==> config.mk <==
export PLATFORM = sky130hd
export DESIGN_NAME = ctlreg_bank
export DESIGN_NICKNAME = d
export VERILOG_FILES = /design/src/rtl/regbank_pkg.sv /design/src/rtl/rb_addr_seq.sv /design/src/rtl/rb_byte_store.sv /design/src/rtl/rb_wide_store.sv /design/src/rtl/ctlreg_bank.sv
export SDC_FILE = /design/constraint.sdc
export NUM_CORES = 1
export LEC_CHECK = 0
export ABC_AREA = 0
export BUFFER_PORTS_ARGS = -buffer_cell sky130_fd_sc_hd__buf_2
export CORE_ASPECT_RATIO = 0.6
export CORE_MARGIN = 3
export CORE_UTILIZATION = 61
export CTS_CLUSTER_DIAMETER = 30
export DETAILED_ROUTE_END_ITERATION = 6
export PLACE_DENSITY = 0.78
export SLEW_MARGIN = 30
export SYNTH_ARGS = -nofsm -noshare
export SYNTH_HDL_FRONTEND = slang
export SYNTH_HIERARCHICAL = 1
export SYNTH_SLANG_ARGS = --single-unit
==> constraint.sdc <==
create_clock -name clk -period 5.5 [get_ports clk]
set_input_delay 1.1 -clock clk [delete_from_list [all_inputs] [get_ports clk]]
set_output_delay 1.1 -clock clk [all_outputs]
set_load 0.02 [all_outputs]
==> src/rtl/regbank_pkg.sv <==
package regbank_pkg;
    localparam int ADDR_W     = 16;
    localparam int DATA_W     = 8;
    localparam int SPAN       = 64;
    localparam int OFF_W      = $clog2(SPAN);
    localparam int WIDE_BYTES = 6;
    localparam int IDX_W      = $clog2(WIDE_BYTES);

    typedef logic [ADDR_W-1:0] addr_t;
    typedef logic [DATA_W-1:0] byte_t;
    typedef logic [IDX_W-1:0]  idx_t;

    localparam addr_t BASE      = 16'h4000;
    localparam addr_t LIMIT     = BASE + 16'(SPAN);
    localparam addr_t WIDE_ADDR = 16'h4002;

    typedef struct packed {
        logic step;
        logic wr;
        logic rd;
    } op_t;

    function automatic logic is_hole(addr_t a);
        if (a < BASE || a >= LIMIT) return 1'b1;
        return (a == 16'h4001) || (a >= 16'h4003 && a <= 16'h4007) ||
               (a == 16'h402E) || (a >= 16'h4032 && a <= 16'h4035);
    endfunction

    function automatic logic slot_stored(int i);
        addr_t a;
        a = BASE + 16'(i);
        return !is_hole(a) && (a != WIDE_ADDR);
    endfunction

    function automatic idx_t last_index(addr_t a);
        return (a == WIDE_ADDR) ? idx_t'(WIDE_BYTES - 1) : '0;
    endfunction

    function automatic logic clock_exempt(addr_t a);
        return (a == BASE) || (a == WIDE_ADDR);
    endfunction
endpackage

==> src/rtl/rb_addr_seq.sv <==
module rb_addr_seq
    import regbank_pkg::*;
(
    input  logic  clk,
    input  logic  rst,
    input  logic  start,
    input  addr_t sub_addr,
    input  logic  step,
    input  logic  end_txn,
    output addr_t cur_addr,
    output idx_t  byte_idx
);
    always_ff @(posedge clk) begin
        if (rst) begin
            cur_addr <= BASE;
            byte_idx <= '0;
        end else if (start) begin
            cur_addr <= sub_addr;
            byte_idx <= '0;
        end else begin
            if (step) begin
                if (byte_idx == last_index(cur_addr)) begin
                    cur_addr <= cur_addr + 16'd1;
                    byte_idx <= '0;
                end else begin
                    byte_idx <= byte_idx + idx_t'(1);
                end
            end
            if (end_txn) byte_idx <= '0;
        end
    end
endmodule

==> src/rtl/rb_byte_store.sv <==
module rb_byte_store
    import regbank_pkg::*;
(
    input  logic                   clk,
    input  logic                   rst,
    input  logic                   we,
    input  logic [OFF_W-1:0]       woff,
    input  byte_t                  wdata,
    output logic [SPAN-1:0][DATA_W-1:0] q
);
    for (genvar i = 0; i < SPAN; i++) begin : g_slot
        if (slot_stored(i)) begin : g_reg
            always_ff @(posedge clk) begin
                if (rst)                          q[i] <= '0;
                else if (we && woff == OFF_W'(i)) q[i] <= wdata;
            end
        end else begin : g_none
            assign q[i] = '0;
        end
    end
endmodule

==> src/rtl/rb_wide_store.sv <==
module rb_wide_store
    import regbank_pkg::*;
(
    input  logic clk,
    input  logic rst,
    input  logic clr,
    input  logic stage_we,
    input  logic commit,
    input  idx_t idx,
    input  byte_t wdata,
    output logic [WIDE_BYTES-1:0][DATA_W-1:0] wide_q
);
    logic [WIDE_BYTES-2:0][DATA_W-1:0] stage_q;
    logic [WIDE_BYTES-1:0][DATA_W-1:0] merged;

    always_comb begin
        for (int i = 0; i < WIDE_BYTES - 1; i++)
            merged[WIDE_BYTES-1-i] = stage_q[i];
        merged[0] = wdata;
    end

    always_ff @(posedge clk) begin
        if (rst) begin
            stage_q <= '0;
            wide_q  <= '0;
        end else begin
            if (commit) wide_q <= merged;
            if (clr)           stage_q      <= '0;
            else if (stage_we) stage_q[idx] <= wdata;
        end
    end
endmodule

==> src/rtl/ctlreg_bank.sv <==
module ctlreg_bank
    import regbank_pkg::*;
(
    input  logic        clk,
    input  logic        rst,
    input  logic        start,
    input  logic [15:0] sub_addr,
    input  logic        wr_en,
    input  logic [7:0]  wr_data,
    input  logic        rd_en,
    output logic [7:0]  rd_data,
    output logic        rd_valid,
    input  logic        end_txn,
    input  logic        mclk_ok
);
    op_t   op;
    addr_t cur_addr;
    idx_t  byte_idx;
    logic  at_wide, at_last, narrow_we, stage_we, commit;
    logic [SPAN-1:0][DATA_W-1:0]       narrow_q;
    logic [WIDE_BYTES-1:0][DATA_W-1:0] wide_q;
    logic [OFF_W-1:0] off;
    byte_t rd_byte_c;

    assign op.step = !start && (wr_en || rd_en);
    assign op.wr   = op.step && wr_en;
    assign op.rd   = op.step && !wr_en;

    rb_addr_seq u_seq (
        .clk(clk), .rst(rst), .start(start), .sub_addr(sub_addr),
        .step(op.step), .end_txn(end_txn),
        .cur_addr(cur_addr), .byte_idx(byte_idx)
    );

    assign at_wide   = (cur_addr == WIDE_ADDR);
    assign at_last   = (byte_idx == idx_t'(WIDE_BYTES - 1));
    assign off       = OFF_W'(cur_addr - BASE);
    assign narrow_we = op.wr && !at_wide && !is_hole(cur_addr) &&
                       (mclk_ok || clock_exempt(cur_addr));
    assign stage_we  = op.wr && at_wide && !at_last;
    assign commit    = op.wr && at_wide && at_last;

    rb_byte_store u_bytes (
        .clk(clk), .rst(rst), .we(narrow_we), .woff(off),
        .wdata(wr_data), .q(narrow_q)
    );

    rb_wide_store u_wide (
        .clk(clk), .rst(rst), .clr(start || end_txn),
        .stage_we(stage_we), .commit(commit), .idx(byte_idx),
        .wdata(wr_data), .wide_q(wide_q)
    );

    always_comb begin
        if (at_wide)                rd_byte_c = wide_q[idx_t'(WIDE_BYTES - 1) - byte_idx];
        else if (is_hole(cur_addr)) rd_byte_c = '0;
        else                        rd_byte_c = narrow_q[off];
    end

    always_ff @(posedge clk) begin
        if (rst) begin
            rd_valid <= 1'b0;
            rd_data  <= '0;
        end else begin
            rd_valid <= op.rd;
            if (op.rd) rd_data <= rd_byte_c;
        end
    end
endmodule

==> flow_metrics.tcl <==
set metrics [dict create \
    fp-row-count 58 \
    dp_hpwl_um 42400 \
    synthCells 2404 \
    pwr-share-clk_pct 50.9 \
    fin_cells 2966 \
    p_int_mw 6.92 \
    fin_nets 2377 \
    cts.sinks 532 \
    viasPerCell 6.05 \
    yosysWarnings 6 \
    layout_min_cycle_time_ps 3800 \
    syn_to_final_growth_pct 8.24 \
    path_clk_slew_ps 50 \
    finalWirelength_um 67100 \
    power_mw 9.10 \
    wl_per_cell_um 22.6 \
    status "finished, final reports clean" \
    drv.max_cap_violation_count 0 \
    critPathLaunchType "register" \
    antenna_cells 0 \
    core-area_um2 42600 \
    cts_buffers 73 \
    ys_ff_latch 532 \
    portBuffers 39 \
    cp_max_fo 39 \
    arrival_ps 4280 \
    vias 17933 \
    die-height_um 168 \
    pre_cts_slack_ps 1500 \
    r2r_slack_ps 1700 \
    whs_path_depth 2 \
    netlist_area_um2 26800 \
    p_comb_share_pct 6.2 \
    rsz0062_at_grt "no" \
    yosysSeqAreaShare_pct 39.8 \
    ant_nets 0 \
    post-route-drc-count 0 \
    synth.distinct_cells 78 \
    whs_ps 475 \
    grt-ovfl-total 0 \
    leakage_nw 13.0 \
    die-area_um2 46500 \
    dr.pass1.iters 7 \
    grt_pass1_wl_um 105000 \
    cts_buffer_depth 3 \
    clock_skew_ps 21.7 \
    drt_iter0_drc 1579 \
    worstMarginPinSlew_ps 1110 \
    setup-violations-final 0 \
    syn_area_per_cell_um2 11.1 \
    seqPwrFrac_pct 42.9 \
    start_util_pct 62.9 \
    cts_setup_buffers 0 \
    slew_headroom_pct 25.5 \
    crit_required_ps 5990 \
    grt_max_degree 267 \
    setup_ws_ps 1700 \
    max_freq_mhz 263 \
    hp-class "reg -> reg" \
    clkLatencyLatePin_ps 590 \
    setup-tns-final_ps 0 \
    final_cell_mix "mux2i_1 (539), dfxtp_1 (528), nand2b_1 (423), mux4_2 (129), conb_1 (96)" \
    place_inst 2836 \
    drive_above_1_share_pct 17.4 \
    r2r_end "u_bytes/q[436]" \
    hold_buffers 0 \
    cts-root-buf "clkbuf_16" \
    finalCritPeriodShare_pct 69.0 \
    async_flop_share_pct 0 \
    hold_viol_final 0 \
    post_cts_resized 0 \
    antenna_found_initial 2 \
    vdd_drop_max_uv 267 \
    die_w_um 276 \
    path_class "reg -> reg" \
    power_switching_mw 2.18 \
    synthFlopType "dfxtp_1" \
    endpoint_kind "register" \
    p_per_area_nw_per_um2 314 \
    htree_levels 3 \
    fin_area_um2 29000 \
    hold_start "u_bytes/q[362]" \
    whs_endpoint "u_bytes/q[362]" \
    final_util_pct 68.0 \
    r2r_cells 7 \
    gp_congestion 0.880 \
    r2r-start "u_seq/cur_addr[0]" \
    synth_edf_count 0 \
    placed_area_um2 26600 \
    ios 40 \
    power_switching_share_pct 23.9 \
    layout_commonest_cell "mux2i_1" \
    cts_tree "done" \
    grtUsageTotal_pct 28.5 \
    finalMaxSlewViolations 0 \
    grt_pass1_vias 18466 \
]
==> worst max-delay path, stage by stage, from the launching register on <==
cell and delay, ps:
dfxtp_4 810, and2b_1 290, nand4_1 150, o211ai_1 150, nor3_1 650, and3_1 870, nand2_2 420, mux2i_1 320
==> worst max path at each step <==
stage / to / depth (start not counted) / from
2_1_floorplan: u_wide/merged[47] / 10 / u_seq/cur_addr[1]
3_3_place_gp: u_bytes/q[159] / 6 / start
3_5_place_dp: u_bytes/q[300] / 6 / start
4_1_cts: u_bytes/q[272] / 7 / u_seq/cur_addr[0]
5_1_grt: u_bytes/q[486] / 7 / u_seq/cur_addr[0]
6_report: u_bytes/q[436] / 7 / u_seq/cur_addr[0]
==> registers in the layout, summed over array words and instances, names as in the netlist <==
signal / flops
rd_valid: 1
u_wide/merged: 40
u_wide/wide_q: 48
u_seq/cur_addr: 16
u_seq/byte_idx: 3
u_bytes/q: 416
rd_data: 8
==> routing by layer <==
metal | share of wire [%] | routed length, µm | GRT usage, % | vias up
met2 | 43 | 29100 | 42.4 | 562
met5 | 0.040 | 27 | 0 | -
met4 | 2.5 | 1690 | 8.58 | 4
li1 | - | - | - | 8221
met1 | 47 | 31200 | 41.2 | 9024
met3 | 7.6 | 5110 | 6.86 | 122
==> layout make-up <==
class | count | area, µm²
multi-input combinational | 1663 | 14700
fill | 3074 | 13600
sequential | 532 | 10700
clock buffer | 91 | 1990
tap | 570 | 713
timing repair buffer | 63 | 430
clock inverter | 38 | 415
inverter | 9 | 33.8
==> cell usage after synthesis (all sizes together), types with 7 or more instances <==
master / n / area, µm²
mux2i: 540 / 5420
nor4: 11 / 90.1
a22oi: 14 / 105
or3b: 49 / 447
nand4: 12 / 87.6
a21oi: 16 / 87.6
mux4: 134 / 3040
a211oi: 12 / 95.1
nand3: 16 / 110
dfxtp: 532 / 10700
a221oi: 13 / 114
nand2b: 431 / 2700
o21ai: 21 / 105
nor2b: 8 / 50.1
inv: 8 / 30.0
xor2: 11 / 96.3
nor2: 79 / 297
nand2: 80 / 483
nor3: 22 / 133
buf: 187 / 1330
o22ai: 12 / 75.1
and2: 7 / 43.8
mux2: 13 / 146
clkbuf: 106 / 409
==> power groups by stage <==
| stage | combinational [mW] | clock (mW) | sequential, mW |
|---|---|---|---|
| after floorplan | 0.496 | 0 | 3.96 |
| after global placement | 0.539 | 0 | 3.99 |
| after detailed placement | 0.548 | 0 | 3.99 |
| after CTS | 0.550 | 4.68 | 3.91 |
| after global routing | 0.595 | 4.85 | 3.91 |
| final | 0.563 | 4.63 | 3.91 |
==> cell families after synthesis <==
group | share of synthesized area (%)
buffers and inverters | 6.68
adder cells (fa/ha/maj) | 0.187
other | 0.0140
XOR/XNOR | 0.458
flip-flops | 39.8
AO/OA/AOI/OAI | 2.81
multiplexers | 32.1
AND/OR/NAND/NOR | 18.0
(Power assumes the default switching activity.)
